==> src/rtl/uart_rx_pkg.sv <==
package uart_rx_pkg;
  localparam int OSR      = 16;
  localparam int MAX_BITS = 8;

  typedef enum logic [2:0] {
    ST_IDLE, ST_START, ST_DATA, ST_PAR, ST_STOP, ST_BRK
  } rx_state_e;

  typedef enum logic [1:0] {
    PM_ODD = 2'd0, PM_EVEN = 2'd1, PM_ONE = 2'd2, PM_ZERO = 2'd3
  } par_mode_e;

  function automatic logic expected_parity(input logic [MAX_BITS-1:0] d,
                                           input par_mode_e m);
    logic ones;
    ones = ^d;
    case (m)
      PM_ODD:  return ~ones;
      PM_EVEN: return ones;
      PM_ONE:  return 1'b1;
      default: return 1'b0;
    endcase
  endfunction
endpackage

==> src/rtl/uart_rx_sync.sv <==
module uart_rx_sync #(
  parameter int STAGES = 2
) (
  input  logic clk,
  input  logic rst_n,
  input  logic d,
  output logic q
);
  logic [STAGES-1:0] chain;

  genvar g;
  generate
    for (g = 0; g < STAGES; g++) begin : g_stage
      if (g == 0) begin : g_first
        always_ff @(posedge clk or negedge rst_n) begin
          if (!rst_n) chain[0] <= 1'b1;
          else        chain[0] <= d;
        end
      end else begin : g_rest
        always_ff @(posedge clk or negedge rst_n) begin
          if (!rst_n) chain[g] <= 1'b1;
          else        chain[g] <= chain[g-1];
        end
      end
    end
  endgenerate

  assign q = chain[STAGES-1];
endmodule

==> src/rtl/uart_rx_parity.sv <==
module uart_rx_parity
  import uart_rx_pkg::*;
(
  input  logic [MAX_BITS-1:0] data,
  input  logic [1:0]          mode,
  input  logic                par_bit,
  output logic                mismatch
);
  assign mismatch = (par_bit != expected_parity(data, par_mode_e'(mode)));
endmodule

==> src/rtl/uart_rx_fsm.sv <==
module uart_rx_fsm
  import uart_rx_pkg::*;
#(
  parameter int OVERSAMPLE = OSR,
  parameter int NBITS      = MAX_BITS,
  localparam int CW        = $clog2(OVERSAMPLE),
  localparam int IW        = $clog2(NBITS)
) (
  input  logic             clk,
  input  logic             rst_n,
  input  logic             tick,
  input  logic             rx,
  input  logic [1:0]       bits_sel,
  input  logic             par_en,
  input  logic             par_bad,
  output logic [NBITS-1:0] shift_q,
  output logic             par_bit_q,
  output logic             valid_q,
  output logic [NBITS-1:0] data_q,
  output logic             ferr_q,
  output logic             perr_q,
  output logic             brk_q
);
  localparam logic [CW-1:0] MID_LAST = CW'(OVERSAMPLE/2 - 1);
  localparam logic [CW-1:0] BIT_LAST = CW'(OVERSAMPLE - 1);

  rx_state_e        st_q, st_n;
  logic [CW-1:0]    cnt_q, cnt_n;
  logic [IW-1:0]    idx_q, idx_n;
  logic [NBITS-1:0] shift_n, data_n;
  logic             zero_q, zero_n, par_bit_n;
  logic             valid_n, ferr_n, perr_n, brk_n;
  logic [IW-1:0]    last_idx;
  logic             sample;

  assign last_idx = IW'(bits_sel) + IW'(4);
  assign sample   = tick && (cnt_q == BIT_LAST);

  always_comb begin
    st_n      = st_q;
    cnt_n     = cnt_q;
    idx_n     = idx_q;
    shift_n   = shift_q;
    zero_n    = zero_q;
    par_bit_n = par_bit_q;
    valid_n   = 1'b0;
    data_n    = data_q;
    ferr_n    = 1'b0;
    perr_n    = 1'b0;
    brk_n     = 1'b0;
    if (tick && st_q != ST_IDLE && st_q != ST_BRK) cnt_n = cnt_q + 1'b1;
    case (st_q)
      ST_IDLE: if (tick && !rx) begin
        st_n  = ST_START;
        cnt_n = '0;
      end
      ST_START: if (tick && cnt_q == MID_LAST) begin
        cnt_n   = '0;
        idx_n   = '0;
        shift_n = '0;
        zero_n  = 1'b1;
        st_n    = rx ? ST_IDLE : ST_DATA;
      end
      ST_DATA: if (sample) begin
        shift_n[idx_q] = rx;
        zero_n         = zero_q & ~rx;
        if (idx_q == last_idx) st_n = par_en ? ST_PAR : ST_STOP;
        else                   idx_n = idx_q + 1'b1;
      end
      ST_PAR: if (sample) begin
        par_bit_n = rx;
        zero_n    = zero_q & ~rx;
        st_n      = ST_STOP;
      end
      ST_STOP: if (sample) begin
        valid_n = 1'b1;
        if (rx) begin
          data_n = shift_q;
          perr_n = par_en & par_bad;
          st_n   = ST_IDLE;
        end else if (zero_q) begin
          data_n = '0;
          ferr_n = 1'b1;
          brk_n  = 1'b1;
          st_n   = ST_BRK;
        end else begin
          data_n  = shift_q;
          ferr_n  = 1'b1;
          perr_n  = par_en & par_bad;
          st_n    = ST_DATA;
          idx_n   = '0;
          shift_n = '0;
          zero_n  = 1'b1;
        end
      end
      ST_BRK: if (tick && rx) st_n = ST_IDLE;
      default: st_n = ST_IDLE;
    endcase
  end

  always_ff @(posedge clk or negedge rst_n) begin
    if (!rst_n) begin
      st_q      <= ST_IDLE;
      cnt_q     <= '0;
      idx_q     <= '0;
      shift_q   <= '0;
      zero_q    <= 1'b0;
      par_bit_q <= 1'b0;
      valid_q   <= 1'b0;
      data_q    <= '0;
      ferr_q    <= 1'b0;
      perr_q    <= 1'b0;
      brk_q     <= 1'b0;
    end else begin
      st_q      <= st_n;
      cnt_q     <= cnt_n;
      idx_q     <= idx_n;
      shift_q   <= shift_n;
      zero_q    <= zero_n;
      par_bit_q <= par_bit_n;
      valid_q   <= valid_n;
      data_q    <= data_n;
      ferr_q    <= ferr_n;
      perr_q    <= perr_n;
      brk_q     <= brk_n;
    end
  end
endmodule

==> src/rtl/uart_rx_brk.sv <==
module uart_rx_brk
  import uart_rx_pkg::*;
#(
  parameter int SYNC_STAGES = 2
) (
  input  logic                clk,
  input  logic                rst_n,
  input  logic                os_tick,
  input  logic                rx_line,
  input  logic [1:0]          data_bits_sel,
  input  logic                par_en,
  input  logic [1:0]          par_mode,
  output logic                rx_valid,
  output logic [MAX_BITS-1:0] rx_data,
  output logic                rx_ferr,
  output logic                rx_perr,
  output logic                rx_brk
);
  logic                rx_s;
  logic [MAX_BITS-1:0] shift_w;
  logic                par_bit_w, par_bad_w;

  uart_rx_sync #(.STAGES(SYNC_STAGES)) u_sync (
    .clk(clk), .rst_n(rst_n), .d(rx_line), .q(rx_s)
  );

  uart_rx_parity u_par (
    .data(shift_w), .mode(par_mode), .par_bit(par_bit_w), .mismatch(par_bad_w)
  );

  uart_rx_fsm #(.OVERSAMPLE(OSR), .NBITS(MAX_BITS)) u_fsm (
    .clk(clk), .rst_n(rst_n), .tick(os_tick), .rx(rx_s),
    .bits_sel(data_bits_sel), .par_en(par_en), .par_bad(par_bad_w),
    .shift_q(shift_w), .par_bit_q(par_bit_w),
    .valid_q(rx_valid), .data_q(rx_data),
    .ferr_q(rx_ferr), .perr_q(rx_perr), .brk_q(rx_brk)
  );
endmodule

==> config.mk <==
export PLATFORM = sky130hd
export DESIGN_NAME = uart_rx_brk
export DESIGN_NICKNAME = d
export VERILOG_FILES = /design/src/rtl/uart_rx_pkg.sv /design/src/rtl/uart_rx_sync.sv /design/src/rtl/uart_rx_parity.sv /design/src/rtl/uart_rx_fsm.sv /design/src/rtl/uart_rx_brk.sv
export SDC_FILE = /design/constraint.sdc
export NUM_CORES = 1
export LEC_CHECK = 0
export ABC_CLOCK_PERIOD_IN_PS = 1900
export BUFFER_PORTS_ARGS = -buffer_cell sky130_fd_sc_hd__buf_2
export CORE_MARGIN = 3
export CORE_UTILIZATION = 60
export CTS_BUF_LIST = sky130_fd_sc_hd__clkbuf_2
export DETAILED_ROUTE_END_ITERATION = 10
export PLACE_DENSITY = 0.81
export SYNTH_ARGS = -nofsm -noshare
export SYNTH_HDL_FRONTEND = slang
export SYNTH_SLANG_ARGS = --single-unit
==> constraint.sdc <==
create_clock -name clk -period 1.9 [get_ports clk]
set_input_delay 0.095 -clock clk [delete_from_list [all_inputs] [get_ports clk]]
set_output_delay 0.095 -clock clk [all_outputs]
set_load 0.01 [all_outputs]
==> results.toml <==
[yosys]
yosysWarningCount = 0
yosysUniqueCellTypes = 46
ys_async_sr_fraction_pct = 100
netlist.area_leader.share_pct = 43.9
synth-main-ff-cell = "dfrtp_1"
synth_edf_count = 0
ys_ff_latch = 34
syn_nets = 212
yosys.area.top_type = "dfrtp_1"
yosys.cell_count.top_type = "dfrtp_1"
synth_cells = 201
syn_area_um2 = 1820
syn_avg_cell_area_um2 = 9.07
yosysSeqAreaShare_pct = 46.8
synth_common_cells = "dfrtp_1 (32), nand2_1 (29), nor2_1 (16), nand3_1 (13), o21ai_1 (11)"
synth_area_leaders = "dfrtp_1 (44%), nand2_1 (6.0%), xnor2_1 (4.3%)"

[route]
route.vias.total = 1584
drt_pass1_iterations = 4
first_iter_violations = 117
drt_wl_total_mm = 4.00
routedWlPerCell_um = 15.4
antenna_left = 0
drc_errors = 0
vias_per_cell = 6.12

[power]
internal_power_mw = 1.48
pwr-share-seq_pct = 40.8
power_frac_clock_pct = 27.3
power.switching_mw = 0.792
p_leak_nw = 1.02
powerDensity_nw_per_um2 = 1090
pwr-share-comb_pct = 31.9
swShare_pct = 34.8
vdd_ir_drop_max_mv = 0.947

[finish]
insertedDiodeCount = 0
area_growth_pct = 14.1
utilization_pct = 73.5
nets = 238
drive_above_1_share_pct = 19.7
fin_area_um2 = 2080

[worst_setup_path]
worst_path_max_delay_cell = "or4b_4"
critPathCaptureType = "flip-flop"
cp_cell_sequence = "or4b_4 > a21oi_2 > o21ai_2 > o21bai_1 > a32o_1"
critPathRequiredTime_ns = 2.20
worstSetupStartpoint = "u_fsm.st_q[1]"
start_kind = "flip-flop"
cp.arrival_ns = 2.15
max_stage_delay_ns = 0.55
crit_fanout = 11
ff2ff_setup_slack_ns = 0.05
crit_type = "reg2reg"
r2r-start = "u_fsm.st_q[1]"

[clock_tree]
clk_latency_ns = 0.39
cts.repair.resized = 0
root_buffer = "clkbuf_2"
h-tree-depth = 2
cts_tree = "built"
clock_path_buffers = 2
cts_buffers = 5
clk_pin_slew_ns = 0.19
clock_sinks = 34

[sta]
min_period_ns = 1.85
max_clock_freq_ghz = 0.540
setup_viol = 0
max_slew_margin_pct = 51.4
worstMarginPinSlew_ns = 0.729
maxSlewViolCount = 0
skew_ns = 0.0217
hold_viol = 0
rsz0062_at_grt = "false"
min_period_over_period_pct = 97.4
fin_setup_tns_ns = 0

[global_routing]
antenna_found_initial = 0
grt.total_usage_pct = 24.3
grt_overflow_total = 0
grt_start_max_net_pins = 35
grt_pass1_wl_mm = 6.72
grt_pass1_vias = 1485

[run_status]
status = "finished, final reports clean"

[flow_run]
max_cap_violations = 0

[floorplanning]
start_util_pct = 64.4
die_h_um = 61.1
core_um2 = 2830
ios = 21
dieArea_um2 = 3740
die_w_um = 61.1
rows = 19

[place]
placement.io_buffers = 20
gp_congestion = 0.879
placed_cell_area_um2 = 1930
place_hpwl_mm = 2.77

[worst_hold_path]
min_from = "par_mode[0]"
hold_class = "in2reg"
final cells by class:
class                      instances  area, µm²
timing repair buffer              31        193
clock inverter                     3       68.8
inverter                           7       26.3
clock buffer                       5       25.0
sequential                        34        853
tap                               31       38.8
fill                             202        749
multi-input combinational        148        875
metrics by stage:
step           total power, mW  setup slack, ns  hold WS [ns]  std cells
2_1_floorplan             1.48            0.267        -0.201        201
5_1_grt                   2.41          0.00882        0.0302        259
6_report                  2.27           0.0485        0.0355        259
3_5_place_dp              1.64            0.109         0.192        245
3_3_place_gp              1.60            0.179         0.185        245
4_1_cts                   2.26           0.0590        0.0191        257
repair_timing:
item	4_1_cts	5_1_grt
buffers inserted	0	2
hold buffers	4	0
endpoints found under the setup margin	0	1
endpoints found under the hold margin	34	0
worst max-delay path: cells and delay by family (launching register included):
family	cells	cell delay, ns
AO/OA/AOI/OAI	4	0.78
flip-flops	1	0.43
AND/OR/NAND/NOR	1	0.55
worst paths after layout:
kind | end | depth (start not counted)
setup / recovery | u_fsm.idx_q[1] | 5
hold / removal | u_fsm.perr_q | 4
setup reg to reg | u_fsm.idx_q[1] | 5
max in group asynchronous | u_fsm.data_q[1] | 2
hold reg to reg | u_sync.q | 0
min in group asynchronous | u_fsm.st_q[0] | 2
placed cells by master, fill, tap and decap left out, types with 6 or more instances in the layout:
cell type / instances
a31oi_1: 6
buf_2: 20
buf_4: 7
dfrtp_1: 32
inv_1: 6
nand2_1: 29
nand3_1: 13
nor2_1: 16
o21ai_0: 8
o21ai_1: 11
xnor2_1: 9
power by group through the flow:
stage                     Clock, mW  Sequential [mW]  Combinational (mW)
after floorplan                   0            0.884               0.597
after global placement            0            0.925               0.670
after detailed placement          0            0.938               0.697
after CTS                     0.626            0.924               0.713
after global routing          0.657            0.940               0.814
final                         0.621            0.927               0.724
sequential cells by signal (all words and copies together), names as in the netlist:
signal           count
u_fsm.brk_q          1
u_fsm.cnt_q          4
u_fsm.data_q         8
u_fsm.ferr_q         1
u_fsm.idx_q          3
u_fsm.par_bit_q      1
u_fsm.perr_q         1
u_fsm.shift_q        8
u_fsm.st_q           3
u_fsm.valid_q        1
u_fsm.zero_q         1
u_sync.chain         1
u_sync.q             1
kinds of logic after synthesis:
logic type | count (synthesis) | synth area share, %
AO/OA/AOI/OAI | 51 | 18.3
XOR/XNOR | 13 | 6.25
adder cells (fa/ha/maj) | 2 | 1.37
buffers and inverters | 19 | 5.22
flip-flops | 34 | 46.8
multiplexers | 1 | 0.618
AND/OR/NAND/NOR | 81 | 21.5
metal layers:
metal / GRT usage [%] / up-vias / routed length (µm)
met5: 0 / - / 0
met4: 8.67 / 0 / 89
met2: 40.6 / 60 / 1980
met1: 30.9 / 759 / 1700
li1: - / 756 / -
met3: 5.66 / 9 / 227
(Power assumes the default switching activity.)
